<file path="src/rtl/iorail_dpd_ctrl.sv">
module iorail_dpd_ctrl #(
  parameter int TMR_W  = 16,
  parameter int ADDR_W = 12
) (
  input  logic              pclk,
  input  logic              presetn,
  input  logic              psel,
  input  logic              penable,
  input  logic              pwrite,
  input  logic [ADDR_W-1:0] paddr,
  input  logic [31:0]       pwdata,
  output logic [31:0]       prdata,
  output logic [63:0]       rail_dpd
);
  localparam int NGRP = 2;
  localparam int NSEL = 30;
  localparam logic [ADDR_W-1:0] A_SAMP = ADDR_W'(12'h020);
  localparam logic [ADDR_W-1:0] A_TMR  = ADDR_W'(12'h1C8);

  logic              wr;
  logic              en_q;
  logic [TMR_W-1:0]  tmr_q;
  logic [NSEL-1:0]   sel_q  [NGRP];
  logic [1:0]        code_q [NGRP];
  logic [NSEL-1:0]   st_q   [NGRP];
  logic [TMR_W-1:0]  cnt_q  [NGRP];
  logic [NGRP-1:0]   run_q;
  logic [NGRP-1:0]   wr_req;
  logic [TMR_W-1:0]  load_val;
  logic [31:0]       rd_mux;

  assign wr       = psel & penable & pwrite;
  assign load_val = (tmr_q == '0) ? TMR_W'(1) : tmr_q;

  always_ff @(posedge pclk or negedge presetn) begin
    if (!presetn) begin
      en_q  <= 1'b0;
      tmr_q <= '0;
    end else if (wr) begin
      if (paddr == A_SAMP) en_q  <= pwdata[0];
      if (paddr == A_TMR)  tmr_q <= pwdata[TMR_W-1:0];
    end
  end

  for (genvar g = 0; g < NGRP; g++) begin : g_grp
    localparam logic [ADDR_W-1:0] A_REQ = ADDR_W'(12'h1B8 + 8 * g);

    assign wr_req[g] = wr && (paddr == A_REQ);

    always_ff @(posedge pclk or negedge presetn) begin
      if (!presetn) begin
        sel_q[g]  <= '0;
        code_q[g] <= 2'd0;
        st_q[g]   <= '0;
        cnt_q[g]  <= '0;
        run_q[g]  <= 1'b0;
      end else if (wr_req[g] && code_q[g] == 2'd0) begin
        sel_q[g]  <= pwdata[NSEL-1:0];
        code_q[g] <= (pwdata[31:30] == 2'd3) ? 2'd0 : pwdata[31:30];
      end else if (en_q) begin
        if (!run_q[g] && code_q[g] != 2'd0) begin
          run_q[g] <= 1'b1;
          cnt_q[g] <= load_val;
        end else if (run_q[g]) begin
          if (cnt_q[g] == TMR_W'(1)) begin
            st_q[g]   <= (code_q[g] == 2'd2) ? (st_q[g] | sel_q[g])
                                             : (st_q[g] & ~sel_q[g]);
            run_q[g]  <= 1'b0;
            code_q[g] <= 2'd0;
          end else begin
            cnt_q[g] <= cnt_q[g] - TMR_W'(1);
          end
        end
      end
    end
  end

  always_comb begin
    case (paddr)
      A_SAMP:            rd_mux = {31'd0, en_q};
      A_TMR:             rd_mux = 32'(tmr_q);
      ADDR_W'(12'h1B8):  rd_mux = {code_q[0], sel_q[0]};
      ADDR_W'(12'h1BC):  rd_mux = {2'b00, st_q[0]};
      ADDR_W'(12'h1C0):  rd_mux = {code_q[1], sel_q[1]};
      ADDR_W'(12'h1C4):  rd_mux = {2'b00, st_q[1]};
      default:           rd_mux = 32'd0;
    endcase
  end

  assign prdata   = psel ? rd_mux : 32'd0;
  assign rail_dpd = {2'b00, st_q[1], 2'b00, st_q[0]};
endmodule


</file>
<file path="config.mk">
export PLATFORM = sky130hd
export DESIGN_NAME = iorail_dpd_ctrl
export DESIGN_NICKNAME = d
export VERILOG_FILES = /design/src/rtl/iorail_dpd_ctrl.sv
export SDC_FILE = /design/constraint.sdc
export NUM_CORES = 1
export LEC_CHECK = 0
export BUFFER_PORTS_ARGS = -buffer_cell sky130_fd_sc_hd__buf_2
export CAP_MARGIN = 20
export CORE_AREA = 2 2 126 128
export CTS_BUF_LIST = sky130_fd_sc_hd__clkbuf_4 sky130_fd_sc_hd__clkbuf_8
export CTS_CLUSTER_SIZE = 8
export DETAILED_ROUTE_END_ITERATION = 16
export DIE_AREA = 0 0 128 130
export PLACE_DENSITY = 0.82
export SETUP_SLACK_MARGIN = 0.1
export SLEW_MARGIN = 10
export SYNTH_ARGS = -nofsm -noshare
export SYNTH_HDL_FRONTEND = slang
export SYNTH_SLANG_ARGS = --single-unit
</file>
<file path="constraint.sdc">
create_clock -name pclk -period 3.1 [get_ports pclk]
set_clock_uncertainty 0.2 [all_clocks]
set_input_delay 0.155 -clock pclk [delete_from_list [all_inputs] [get_ports pclk]]
set_output_delay 0.155 -clock pclk [all_outputs]
set_load 0.02 [all_outputs]
</file>
Yosys cells after proc, flatten, opt, wreduce, memory -nomap -nowiden
Cells that the tools add are included.
Cells by class
  mux-type cells: 28
  eq/ne operators: 15
  add/sub/neg operators: 2
  reduce and logical (&&, ||, !) cells: 31
  bitwise gates (word level): 12
Operator list (number)
  $pmux 32 s6: 1
  $mux 16: 7
  $and 30x30->30: 2
  $eq 12x9->1 const B: 5
  $mux 30: 2
  $not 30->30: 2
  $or 30x30->30: 2
  $eq 16x1->1 const B: 2
  $mux 32: 1
  $sub 16x1->16 const B: 2
  $mux 2: 11
  $reduce_bool 2->1: 10
  $logic_not 16->1: 1
  $reduce_and 4->1: 4
  $eq 12x6->1 const B: 1
  $reduce_and 5->1: 2
  $ne 2x2->1 const B: 4
  $reduce_and 2->1: 4
  $eq 2x2->1 const B: 3
  $logic_and 1x1->1: 6
  $mux 1: 6
  $logic_not 2->1: 2
  $not 1->1: 4
  $and 1x1->1: 2
  $logic_not 1->1: 2
Word-level totals
  bits in registers: 175
  input port bits: 49

Depth between registers and ports, before layout
  depth in word-level cells: 6
  mapped depth: 9
  mapped depth without buffers: 7

Worst setup path after synthesis
OpenSTA, ideal clock, no wires.
  path type: input to output
  from: input paddr[9]
  to: output prdata[14]
  arrival time: 2073 ps
  buffers on the path: 2
  data required time: 2745 ps
  stages: 7
  path slack: 672 ps
  path through: or3_1 > buf_2 > or3_4 > nor4b_4 > buf_4 > a22oi_1 > a31oi_1
Between the ends
  longest elaborated chain between the ends: 3
  elaborated cells between the ends (all ways): 8
  those cells by class: 6 x eq/ne; 2 x mux
RTL lines
  start: declaration: line 10  | input logic [ADDR_W-1:0] paddr,
  $eq 12x9->1 / $eq 12x6->1 (equally long branches): line 79  | case (paddr)
  $pmux 32 s6 (*): line 79
  $mux 32 (*): line 90  | assign prdata = psel ? rd_mux : 32'd0;
  end: declaration: line 12  | output logic [31:0] prdata,
Mark *: on every way between the ends. The rest lies on a longest branch, timed or not.

Worst setup path in the final report
Ends and elaborated chain as after synthesis.

==> summary.txt <==
Clock tree
  – Maximum buffer depth of the clock tree: 2
  – Clock latency on the worst-skew pair: 0.46 ns
  – Clock tree from TritonCTS: done
  – CTS Root Cell: clkbuf_8
  – Clock-pin slew of the registers on the worst-case setup and hold paths: 0.09 ns
  – H-Tree Depth: 4
  – Sink Count: 175
  – Post-CTS setup repair buffer count: 0
  – Resize count post-CTS: 0
  – Cts bufs inserted: 17

Power and ir drop
  – Leakage: 0.00498 uW
  – Peak VDD IR: 0.000271 V
  – Power Dens Cells: 390 mW/mm^2

Worst setup path
  – CP Class: in2out
  – Slowest stage cell, crit path: or3_1
  – Startpoint class of the critical path: input pin
  – Critical path fanouts, max: 21
  – Critical Path Sink Type: output pin
  – Crit path max-delay family: simple AND/OR/NAND/NOR gates
  – Critical path required time: 2.74 ns
  – Top cell by count, worst path: buf_2
  – Buf/Inv on CP: 3
  – CP arrival: 2.50 ns
  – Worst path max stage delay: 0.51 ns
  – Crit path cell chain: buf_2, or3_1, or3_4, a211oi_1, o31ai_4, buf_12, a31oi_1, buf_2

Layout
  – Most common cell after layout, fill and taps aside: dfrtp_1
  – Post-Layout Cell Count: 1185
  – Commonest cells after routing, fill and taps aside: 175 x dfrtp_1, 139 x buf_2, 132 x mux2_2
  – Register area: 0.00438 sq mm
  – Ant. Diodes: 0
  – P&R area growth vs syn: 19.6%
  – Fin util: 69.0%
  – Nets: 1034
  – Multi-input gate area: 0.00425 sq mm
  – Share of layout cells above drive strength 1: 35.3%
  – Fillers: 1074

Global route
  – Largest net degree at the start of global routing: 72
  – Total Routing Usage GR: 31.1%
  – Vias in the first global route: 7540
  – Initial antenna violation count: 0
  – First-pass GRT wire length: 40000 microns
  – Gr ovfl total: 0

Placement
  – Placed cells: 1119
  – Detailed placer's ending HPWL: 16100 microns
  – I/O Buffers: 140
  – Final GP Congestion: 0.872

Synth
  – Post-Syn Area per Cell: 10.9 sq um
  – Seq/Total Area, Yosys: 49.2%
  – Asr flop ratio synth: 100%
  – Synthesized area: 0.00890 sq mm
  – Synth cell types: 62
  – Top FF cell, synth: dfrtp_1
  – Synth Instances: 820
  – Synth Register Bits: 175
  – EDFF count, synth: 0
  – Yosys warning total: 0

Routing
  – Via Count: 7796
  – DRC: 0
  – DRT iter0 DRCs: 765
  – Antenna Nets Post-Route: 0
  – First-pass DRT Iterations: 8
  – Via-per-instance ratio: 6.58
  – Routed length per placed instance: 21.2 microns
  – Routed WL: 25200 microns

Timing
  – Final number of hold-violating endpoints: 0
  – Final Setup Violations: 0
  – Final Max Slew Viols: 0
  – WHS: 0.0326 ns
  – Relative slew slack: 45.7%
  – Final TNS setup: 0 ns
  – RSZ-0062 raised after global routing: no
  – Crit share post-route: 92.1%
  – Slew @ Worst Pin: 0.806 ns
  – Fmax: 350 MHz
  – Tmin final: 2.85 ns

Floorplanning
  – Starting Density: 57.7%
  – Core footprint: 0.0154 sq mm
  – Rows: 46
  – I/O pin cnt: 145
  – Die Y: 130 microns
  – Horiz. Die Dim: 128 microns
  – Die area: 0.0166 sq mm

Hold path
  – Worst Hold Class: in2reg

Run
  – Max cap viols: 0

Run status
  – Status: completed
[what timing repair did]
item,CTS,global route
endpoints found under the hold margin,151,0
setup endpoints to repair,0,0
hold buffers,35,0
[synthesized netlist by cell type (4+ instances only)]
cell type	count	area (sq um)
dfrtp_1	175	4380
mux2_2	132	1490
nand2_1	66	248
a21oi_1	54	270
a22oi_1	53	398
nand3_1	44	220
clkbuf_1	39	146
nor2_1	25	93.8
nor3_1	21	105
o21ai_0	21	105
buf_2	16	80.1
a222oi_1	13	130
a31oi_1	13	81.3
nor4_1	11	68.8
o22ai_1	11	68.8
nand4_1	10	62.6
inv_1	9	33.8
a2bb2oi_1	7	61.3
and2_1	6	37.5
o2bb2ai_1	6	52.6
buf_4	5	37.5
mux2_1	5	56.3
a211oi_1	4	30.0
ha_1	4	50.1
nand2b_1	4	25.0
nor3b_1	4	30.0
or4_1	4	30.0
[worst paths after layout]
| check | start | to | slack (ns) | cells after the start |
|---|---|---|---|---|
| max | paddr[9] | prdata[14] | 0.25 | 8 |
| min | paddr[7] | en_q$_DFFE_PN0P_ | 0.03 | 6 |
| max reg2reg | cnt_q[17]$_DFFE_PN0P_ | flip-flop | 0.56 | 8 |
| min reg2reg | cnt_q[22]$_DFFE_PN0P_ | cnt_q[22]$_DFFE_PN0P_ | 0.31 | 1 |
| max in group asynchronous | presetn | sel_q[19]$_DFFE_PN0P_ | 1.87 | 3 |
| min in group asynchronous | presetn | cnt_q[12]$_DFFE_PN0P_ | 0.06 | 2 |
[metal layers]
metal | share of wire (%) | up-vias | track usage (%)
met1 | 39 | 3895 | 39.7
li1 | - | 3410 | -
met3 | 8.2 | 74 | 6.85
met5 | 0 | - | 0
met2 | 50 | 417 | 51.2
met4 | 3.3 | 0 | 14.4
[where the power goes]
group          internal (uW)  switching [uW]  leakage [uW]
registers               2290            15.3       0.00240
clock network            751             871      0.000203
logic                   91.2             131       0.00237
[cell type report]
| class | count | share of cell area [%] |
|---|---|---|
| inverters | 9 | 0.317 |
| multi-input cells | 574 | 39.9 |
| well taps | 192 | 2.26 |
| repair buffers | 204 | 12.7 |
| clock inverters | 13 | 1.41 |
| clock buffers | 18 | 2.33 |
| flip-flops and latches | 175 | 41.1 |
[logic make-up after synthesis]
kind of cell | share of synthesized area [%]
other | 0.0421
AO/OA/AOI/OAI | 16.0
flip-flops | 49.2
buffers and inverters | 3.77
multiplexers | 17.4
AND/OR/NAND/NOR | 13.0
adder cells (fa/ha/maj) | 0.562
[metrics by stage]
| step | power (uW) | instance area (sq um) | worst slack [ns] |
|---|---|---|---|
| after floorplan | 2420 | 8910 | 0.672 |
| after global routing | 4290 | 10700 | 0.217 |
| after global placement | 2530 | 9900 | 0.341 |
| after detailed placement | 2540 | 9900 | 0.292 |
| final | 4150 | 10700 | 0.246 |
| after CTS | 4160 | 10700 | 0.307 |
[worst min-delay path: stages]
cell and delay (ns):
buf_2 0.10, nor2_1 0.05, nand2_1 0.06, nor4_1 0.08
nand2_1 0.07, mux2_2 0.14
(Power assumes the default switching activity.)
